<file path="config.mk">
export PLATFORM = sky130hd
export DESIGN_NAME = serial_eeprom_slave
export DESIGN_NICKNAME = d
export VERILOG_FILES = /design/src/rtl/tws_pkg.sv /design/src/rtl/tws_line_mon.sv /design/src/rtl/tws_write_timer.sv /design/src/rtl/serial_eeprom_slave.sv
export SDC_FILE = /design/constraint.sdc
export NUM_CORES = 2
export LEC_CHECK = 0
export BUFFER_PORTS_ARGS = -buffer_cell sky130_fd_sc_hd__buf_2
export CAP_MARGIN = 15
export CORE_MARGIN = 2
export CORE_UTILIZATION = 45
export DETAILED_ROUTE_END_ITERATION = 12
export PLACE_DENSITY_LB_ADDON = 0.25
export SKIP_LAST_GASP = 1
export SYNTH_ARGS = -nofsm -noshare
export SYNTH_HDL_FRONTEND = slang
export SYNTH_SLANG_ARGS = --single-unit
export TNS_END_PERCENT = 30
</file>
<file path="constraint.sdc">
create_clock -name clk_i -period 3.8 [get_ports clk_i]
set_input_delay 0.38 -clock clk_i [delete_from_list [all_inputs] [get_ports clk_i]]
set_output_delay 0.38 -clock clk_i [all_outputs]
set_load 0.03 [all_outputs]
</file>
<file path="src/rtl/tws_pkg.sv">
package tws_pkg;
  typedef enum logic [2:0] {ST_IDLE, ST_RX, ST_ACK, ST_TX, ST_MACK} tws_state_e;
  typedef enum logic [1:0] {K_DEV, K_ADDR, K_DATA} tws_kind_e;
  localparam logic [3:0] DEV_CODE = 4'b1010;
endpackage

</file>
<file path="src/rtl/tws_line_mon.sv">
module tws_line_mon #(
  parameter int SYNC_STAGES = 2
) (
  input  logic clk_i,
  input  logic rst_ni,
  input  logic scl_i,
  input  logic sda_i,
  output logic sda_o,
  output logic scl_rise_o,
  output logic scl_fall_o,
  output logic start_o,
  output logic stop_o
);
  logic [SYNC_STAGES:0] scl_sr, sda_sr;

  always_ff @(posedge clk_i or negedge rst_ni) begin
    if (!rst_ni) begin
      scl_sr <= '1;
      sda_sr <= '1;
    end else begin
      scl_sr <= {scl_sr[SYNC_STAGES-1:0], scl_i};
      sda_sr <= {sda_sr[SYNC_STAGES-1:0], sda_i};
    end
  end

  logic scl_n, scl_p, sda_n, sda_p;
  assign scl_n = scl_sr[SYNC_STAGES-1];
  assign scl_p = scl_sr[SYNC_STAGES];
  assign sda_n = sda_sr[SYNC_STAGES-1];
  assign sda_p = sda_sr[SYNC_STAGES];

  assign sda_o      = sda_n;
  assign scl_rise_o = scl_n & ~scl_p;
  assign scl_fall_o = ~scl_n & scl_p;
  assign start_o    = scl_n & scl_p & sda_p & ~sda_n;
  assign stop_o     = scl_n & scl_p & ~sda_p & sda_n;
endmodule

</file>
<file path="src/rtl/tws_write_timer.sv">
module tws_write_timer #(
  parameter int CYCLES = 5000
) (
  input  logic clk_i,
  input  logic rst_ni,
  input  logic start_i,
  output logic busy_o
);
  localparam int W = $clog2(CYCLES + 1);
  logic [W-1:0] cnt_q;

  always_ff @(posedge clk_i or negedge rst_ni) begin
    if (!rst_ni)          cnt_q <= '0;
    else if (start_i)     cnt_q <= W'(CYCLES);
    else if (cnt_q != '0) cnt_q <= cnt_q - 1'b1;
  end

  assign busy_o = (cnt_q != '0);
endmodule

</file>
<file path="src/rtl/serial_eeprom_slave.sv">
module serial_eeprom_slave #(
  parameter int ADDR_W      = 7,
  parameter int DATA_W      = 8,
  parameter int PAGE_W      = 2,
  parameter int WRITE_CLKS  = 5000,
  parameter int SYNC_STAGES = 2
) (
  input  logic       clk_i,
  input  logic       rst_ni,
  input  logic       scl_i,
  input  logic       sda_i,
  input  logic [2:0] strap_i,
  input  logic       wc_i,
  output logic       sda_oe_o
);
  import tws_pkg::*;

  localparam int DEPTH = 1 << ADDR_W;
  localparam int PAGE  = 1 << PAGE_W;
  localparam int CNT_W = $clog2(DATA_W + 1);

  logic sda_s, scl_rise, scl_fall, start_raw, stop_raw;
  logic wr_busy, start_ev, stop_ev, commit;

  tws_line_mon #(.SYNC_STAGES(SYNC_STAGES)) u_mon (
    .clk_i, .rst_ni, .scl_i, .sda_i,
    .sda_o(sda_s), .scl_rise_o(scl_rise), .scl_fall_o(scl_fall),
    .start_o(start_raw), .stop_o(stop_raw)
  );

  tws_state_e              st_q;
  tws_kind_e               kind_q;
  logic                    rw_q;
  logic [DATA_W-1:0]       sh_q;
  logic [CNT_W-1:0]        cnt_q;
  logic [ADDR_W-1:0]       addr_q;
  logic [DATA_W-1:0]       pbuf_q [PAGE];
  logic [PAGE-1:0]         pmask_q;
  logic [DATA_W-1:0]       mem_q  [DEPTH];

  assign start_ev = start_raw & ~wr_busy;
  assign stop_ev  = stop_raw & ~wr_busy;
  assign commit   = stop_ev & (|pmask_q) & ~wc_i;

  tws_write_timer #(.CYCLES(WRITE_CLKS)) u_timer (
    .clk_i, .rst_ni, .start_i(commit), .busy_o(wr_busy)
  );

  always_ff @(posedge clk_i or negedge rst_ni) begin
    if (!rst_ni) begin
      st_q    <= ST_IDLE;
      kind_q  <= K_DEV;
      rw_q    <= 1'b0;
      sh_q    <= '0;
      cnt_q   <= '0;
      addr_q  <= '0;
      pmask_q <= '0;
      for (int p = 0; p < PAGE; p++) pbuf_q[p] <= '0;
    end else if (wr_busy) begin
      st_q <= ST_IDLE;
    end else if (start_ev) begin
      st_q    <= ST_RX;
      kind_q  <= K_DEV;
      cnt_q   <= '0;
      pmask_q <= '0;
    end else if (stop_ev) begin
      st_q    <= ST_IDLE;
      pmask_q <= '0;
    end else begin
      unique case (st_q)
        ST_RX: begin
          if (scl_rise && cnt_q != CNT_W'(DATA_W)) begin
            sh_q  <= {sh_q[DATA_W-2:0], sda_s};
            cnt_q <= cnt_q + 1'b1;
          end else if (scl_fall && cnt_q == CNT_W'(DATA_W)) begin
            cnt_q <= '0;
            unique case (kind_q)
              K_DEV: begin
                if (sh_q[7:4] == DEV_CODE && sh_q[3:1] == strap_i) begin
                  rw_q <= sh_q[0];
                  st_q <= ST_ACK;
                end else begin
                  st_q <= ST_IDLE;
                end
              end
              K_ADDR: begin
                addr_q  <= sh_q[ADDR_W-1:0];
                pmask_q <= '0;
                st_q    <= ST_ACK;
              end
              default: begin
                pbuf_q[addr_q[PAGE_W-1:0]]  <= sh_q;
                pmask_q[addr_q[PAGE_W-1:0]] <= 1'b1;
                addr_q[PAGE_W-1:0]          <= addr_q[PAGE_W-1:0] + 1'b1;
                st_q                        <= ST_ACK;
              end
            endcase
          end
        end
        ST_ACK: begin
          if (scl_fall) begin
            cnt_q <= '0;
            if (kind_q == K_DEV && rw_q) begin
              sh_q   <= mem_q[addr_q];
              addr_q <= addr_q + 1'b1;
              st_q   <= ST_TX;
            end else begin
              kind_q <= (kind_q == K_DEV) ? K_ADDR : K_DATA;
              st_q   <= ST_RX;
            end
          end
        end
        ST_TX: begin
          if (scl_fall) begin
            if (cnt_q == CNT_W'(DATA_W - 1)) begin
              st_q <= ST_MACK;
            end else begin
              sh_q  <= {sh_q[DATA_W-2:0], 1'b1};
              cnt_q <= cnt_q + 1'b1;
            end
          end
        end
        ST_MACK: begin
          if (scl_rise && sda_s) begin
            st_q <= ST_IDLE;  // master NACK ends the read
          end else if (scl_fall) begin
            sh_q   <= mem_q[addr_q];
            addr_q <= addr_q + 1'b1;
            cnt_q  <= '0;
            st_q   <= ST_TX;
          end
        end
        default: ;
      endcase
    end
  end

  always_ff @(posedge clk_i or negedge rst_ni) begin
    if (!rst_ni) begin
      for (int i = 0; i < DEPTH; i++) mem_q[i] <= '0;
    end else if (commit) begin
      for (int p = 0; p < PAGE; p++)
        if (pmask_q[p]) mem_q[{addr_q[ADDR_W-1:PAGE_W], PAGE_W'(p)}] <= pbuf_q[p];
    end
  end

  assign sda_oe_o = (st_q == ST_ACK) | ((st_q == ST_TX) & ~sh_q[DATA_W-1]);

  logic [DEPTH*DATA_W-1:0] mem_flat;
  for (genvar g = 0; g < DEPTH; g++) begin : g_flat
    assign mem_flat[g*DATA_W +: DATA_W] = mem_q[g];
  end
endmodule

</file>
* Word level (Yosys, flattened, before mapping)
Cells that the tools add are included.
** Word-level totals
- Input port bits :: 8
- Flip-flop bits (word level) :: 1104
- Logic and storage cells :: 340
** Cells by class
- Equality and inequality tests :: 35
- Reductions and logical operators :: 33
- Order comparisons :: 13
- Bitwise operators :: 31
- Add/subtract/negate cells :: 4
- Multiplexer cells :: 81
** Operators with widths (number)
- $mux W1024 :: 7
- $bwmux W1024 :: 4
- $demux W8 S7 :: 4
- $mux W8 :: 14
- $bmux W8 S7 :: 1
- $mux W4 :: 13
- $mux W7 :: 6
- $ge A8 B8 Y1 const B :: 5
- $not A7 Y8 :: 5
- $reduce_and A11 Y1 :: 3
- $bwmux W32 :: 1
- $lt A8 B1 Y1 const B :: 4
- $pmux W8 S4 :: 1
- $mux W3 :: 10
- $mux W13 :: 2
- $ne A2 B2 Y1 const B :: 13
- $ne A5 B5 Y1 const B :: 5
- $pmux W7 S3 :: 1
- $reduce_and A7 Y1 :: 3
- $mux W2 :: 9
- $demux W8 S2 :: 1
- $pmux W4 S4 :: 1
- $ne A3 B3 Y1 const B :: 5
- $reduce_bool A13 Y1 :: 1
- 39 further kinds :: 78

* Longest topological paths before layout
- Depth after elaboration :: 16
- Depth in mapped cells :: 11
- Depth with buffers taken out :: 8

* By module
A second synthesis with hierarchy kept.
** Second synthesis, totals
- Cell total of the unflattened synthesis :: 3416
- Area, all modules :: 51072.7 µm²
** Modules (own cells, without submodules)
- serial_eeprom_slave :: area each 50175.6 µm², cells each 3332, times used 1
- tws_write_timer :: area each 706.9 µm², cells each 74, times used 1
- tws_line_mon :: area each 190.2 µm², cells each 10, times used 1

* Least setup slack after synthesis
No wires, ideal clock.
- Path kind :: reg2reg
- Start :: register addr_q[0]
- End :: register sh_q[3]
- Path slack :: 1.502 ns
- Period minus slack after synthesis :: 2.298 ns
- Path buffers :: 3
- Setup time :: 0.125 ns
- Required time :: 3.675 ns
- Data arrival time :: 2.172 ns
- Stages on the path, launching flop included :: 9
- Cell sequence :: dfrtp_1 buf_6 buf_4 buf_2 mux4_2 a221oi_1 o22ai_1 nor4_1 nor2_1
** On the way
- Word-level cells in the longest chain between the ends :: 7
- Elaborated cells between the ends (all ways) :: 9
- Classes of those cells :: mux: 8; bitwise: 1
** RTL lines
- start, declared :: line serial_eeprom_slave.sv:36 : logic [ADDR_W-1:0] addr_q;
- start signal, assigned :: line serial_eeprom_slave.sv:87 : addr_q <= sh_q[ADDR_W-1:0];
- start signal, assigned by index :: line serial_eeprom_slave.sv:94 : addr_q[PAGE_W-1:0] <= addr_q[PAGE_W-1:0] + 1'b1;
- start signal, assigned :: line serial_eeprom_slave.sv:105 : addr_q <= addr_q + 1'b1;
- $not A7 Y8 (not written as such) (*) :: line serial_eeprom_slave.sv:104, serial_eeprom_slave.sv:127
- $bmux W8 S7 (*) :: line serial_eeprom_slave.sv:104, serial_eeprom_slave.sv:127
- $mux W8 (not written as such) (*) (2 in series) :: line serial_eeprom_slave.sv:104, serial_eeprom_slave.sv:127
- $mux W8 (on tied branches) :: line serial_eeprom_slave.sv:126, serial_eeprom_slave.sv:103
- $mux W8 (on tied branches) :: line serial_eeprom_slave.sv:124, serial_eeprom_slave.sv:101
- $pmux W8 S4 (*) :: line serial_eeprom_slave.sv:70 : unique case (st_q)
- end signal, assigned :: line serial_eeprom_slave.sv:73 : sh_q <= {sh_q[DATA_W-2:0], sda_s};
- end signal, assigned :: line serial_eeprom_slave.sv:104 : sh_q <= mem_q[addr_q];
- end signal, assigned :: line serial_eeprom_slave.sv:127 : sh_q <= mem_q[addr_q];
- end, declared :: line serial_eeprom_slave.sv:34 : logic [DATA_W-1:0] sh_q;
Mark *: on every way between the ends. The rest lies on a longest branch, timed or not. The select of a mux whose other input is x is not followed.
A chain may end at the register's enable or synchronous reset.

* Worst setup path in the final report
- Start :: register addr_q[2]
- End :: register sh_q[0]
The elaborated chain is that of the path after synthesis.

==> summary.md <==
| Metric | Value |
|---|---|
| Sequential cell area | 27700 um2 |
| Clock Path Buffers | 3 |
| Max Clock Skew | 0.02637 ns |
| Number of synthesis warnings | 0 |
| Die Y | 340.7 um |
| Avg Synthesized Cell Area | ~14 um2 |
| Root Buffer | clkbuf_16 |
| Die width | around 340 um |
| Post-synth ARST share | 1.000 |
| Clock latency on the worst-skew pair | 0.72 ns |
| Seq cells post-synth | 1104 |
| Site Rows | 123 |
| Initial DRC count | 2750 |
| DRC viols | 0 |
| Vias | between 30000 and 40000 |
| Pre-CTS WS | ~0.55 ns |
| Port bufs | 8 |
| Final Hold Vio Count | 0 |
| Tightest hold margin | 0.06727 ns |
| Gr ovfl total | 0 |
| Slowest stage delay, CP | 0.75 ns |
| PwrDens | 413.7 nW/um2 |
| Core ar. | 112500 um2 |
| Worst-margin pin slew | 1.254 ns |
| Fin crit period | 3.293 ns |
| Synth cell types | 73 |
| Routed WL | 156600 um |
| Postcts setup bufs | 0 |
| Crit-path cells | nor2b_4 -> buf_12 -> a21oi_1 -> nand3_1 -> nand4_1 -> nor4_1 -> o21ai_1 |
| Final setup viols | 0 |
| Max Cap Violations | 0 |
| Register area share after synthesis | 0.5415 |
| Routability cong. | 0.8632 |
| Most frequent cells in the layout | dfrtp_1 (1064), mux2_2 (817), mux2i_1 (249) |
| Area of the die | 116100 um2 |
| Largest net degree at the start of global routing | 137 |
| ANT nets after route | 0 |
| Crit path kind | flip-flop to flip-flop |
| Synthesized cell area | 51030 um2 |
| Status | complete, no violations |
| Syn Nets | about 3600 |
| Hold Path Class | primary input to flip-flop |
| Final critical-path setup slack | 0.5074 ns |
| Reg2reg setup slack | 0.51 ns |
| Synthesis-to-finish area growth | 11.53% |
| Vias per cell | roughly 6 |
| CTS Buf Count | 115 |
| Final #Nets | approximately 3600 |
| Gate Count Post-Synth | about 3600 |
| CP delay by family, top | simple AND/OR/NAND/NOR gates |
| Crit path arrival time | roughly 3.9 ns |
| Crit-path max FO | 22 |
| Reg clk slew, reported paths | approximately 0.060 ns |
| Fin Setup TNS | 0 ns |
| Area occupied by multi-input gates | 22290 um2 |
| Initial Util | 0.4536 |
| Global-route wire length before repair | 230900 um |
| IO Pins | 9 |
| # fillers | 9578 |
| Slew Viols, Final | 0 |
| Total power | 23.55 mW |
| Period utilization | 0.8665 |
| WL/cell | just over 30 um |
| Clock sink total | 1104 |
| Critical path data required time | 4.36 ns |
| CP max stage cell | nor2b_4 |
| CP endpoint kind | flip-flop |
| H-tree levels | 3 |
| Slew margin rel. | 0.1642 |
| Main flop type after synthesis | dfrtp_1 |
| Antenna violations before repair | 7 |
| Max Freq | 0.3037 GHz |
| Global Route Usage Sum | 0.2717 |
| Buf/Inv on CP | 1 |
| Vias in the first global route | approximately 32000 |
| TritonCTS clock tree | yes |
| Leakage | 27.30 nW |
| Most common cell after layout, fill and taps aside | dfrtp_1 |
| Crit start category | flip-flop |
| HPWL Detailed | 95240 um |
| Peak supply drop | 0.0004128 V |
| EDFF count, synth | 0 |
| Layout cell share with drive strength beyond 1 | 0.3922 |
| Unrepaired setup endpoints after global routing | no |
| First drt pass iteration count | 7 |
[cells in the mapped netlist (15+ instances only)]
library cell,number,area (um2)
nand3_1,74,370.4
nand2_2,62,387.9
nand2b_1,15,93.84
nand4_1,35,219.0
a22oi_1,128,960.9
clkbuf_1,146,548.0
mux2_4,15,225.2
nand2_4,29,326.6
buf_2,70,350.3
o21ai_0,17,85.08
dfrtp_1,1098,27480
mux2_1,226,2545
mux4_2,132,2973
a21oi_1,68,340.3
mux2i_1,249,2492
nand2_1,113,424.2
mux2_2,817,9200
nor2_1,41,153.9
[final cells by class]
cell class,count,share of cell area
timing repair buffer,111,0.02097
tap,1500,0.03298
antenna,3,0.0001319
clock buffer,165,0.05989
clock inverter,43,0.007101
sequential,1104,0.4866
inverter,11,0.0007255
multi-input combinational,2199,0.3916
[flip-flops by register name, summed over array words and instances, names as in the netlist]
| register | cells |
|---|---|
| sh_q | 8 |
| u_mon.sda_sr | 3 |
| rw_q | 1 |
| addr_q | 7 |
| kind_q | 2 |
| cnt_q | 4 |
| mem_flat | 1024 |
| st_q | 3 |
| pbuf_q | 32 |
| pmask_q | 4 |
| u_mon.scl_sr | 3 |
| u_timer.cnt_q | 13 |
[worst reg2reg max path, cell delays in order, from the launching register on]
cell,delay (ns)
dfrtp_1,0.66
nor2b_4,0.76
buf_12,0.27
a21oi_1,0.10
nand3_1,0.25
nand4_1,0.30
nor4_1,0.68
o21ai_1,0.13
[report_power, final]
part           switching [mW]  total, mW  internal [mW]
Sequential             0.0314       11.8           11.8
Clock                    4.81       11.4           6.61
Combinational           0.260      0.314         0.0547
Total                    5.10       23.5           18.4
[stage by stage]
step / utilization / std cells / instance area, um2
floorplan: - / 3554 / 51030
global placement: 0.4717 / 4922 / 53060
detailed placement: 0.4717 / 4922 / 53060
CTS: 0.5058 / 5133 / 56910
global route: 0.5058 / 5133 / 56910
finish: 0.5059 / 5136 / 56910
[repair_timing]
action,CTS,global route
resized for setup,0,0
hold buffers,3,0
endpoints found under the hold margin,33,0
[layer usage]
layer	vias up	track usage	part of all wire	wire length, um
met5	-	0	0.000064	10
met4	2	0.09370	0.037	5842
met3	311	0.04078	0.058	9102
met2	1008	0.4378	0.47	74340
met1	17060	0.3769	0.43	67260
li1	13150	-	-	-
[path summary, 6_finish.rpt]
check                                start               end  depth (start not counted)
setup reg to reg                 addr_q[2]           sh_q[0]                          7
hold / removal                        wc_i  u_timer.cnt_q[7]                          4
hold reg to reg            u_mon.sda_sr[0]   u_mon.sda_sr[1]                          0
min in group asynchronous           rst_ni     mem_flat[860]                          2
setup / recovery                 addr_q[2]           sh_q[0]                          7
max in group asynchronous           rst_ni     mem_flat[823]                          4
[kinds of logic after synthesis]
kind of cell / after synthesis / synth area share
xor gates and xnor gates: 10 / 0.001716
AOI/OAI and AO/OA: 262 / 0.03470
and+or+nand+nor: 477 / 0.05402
buffers and inverters: 251 / 0.02256
DFF: 1104 / 0.5415
adders and majority gates: 7 / 0.001716
muxes: 1443 / 0.3437
No activity file was read; power rests on OpenSTA's default activity.
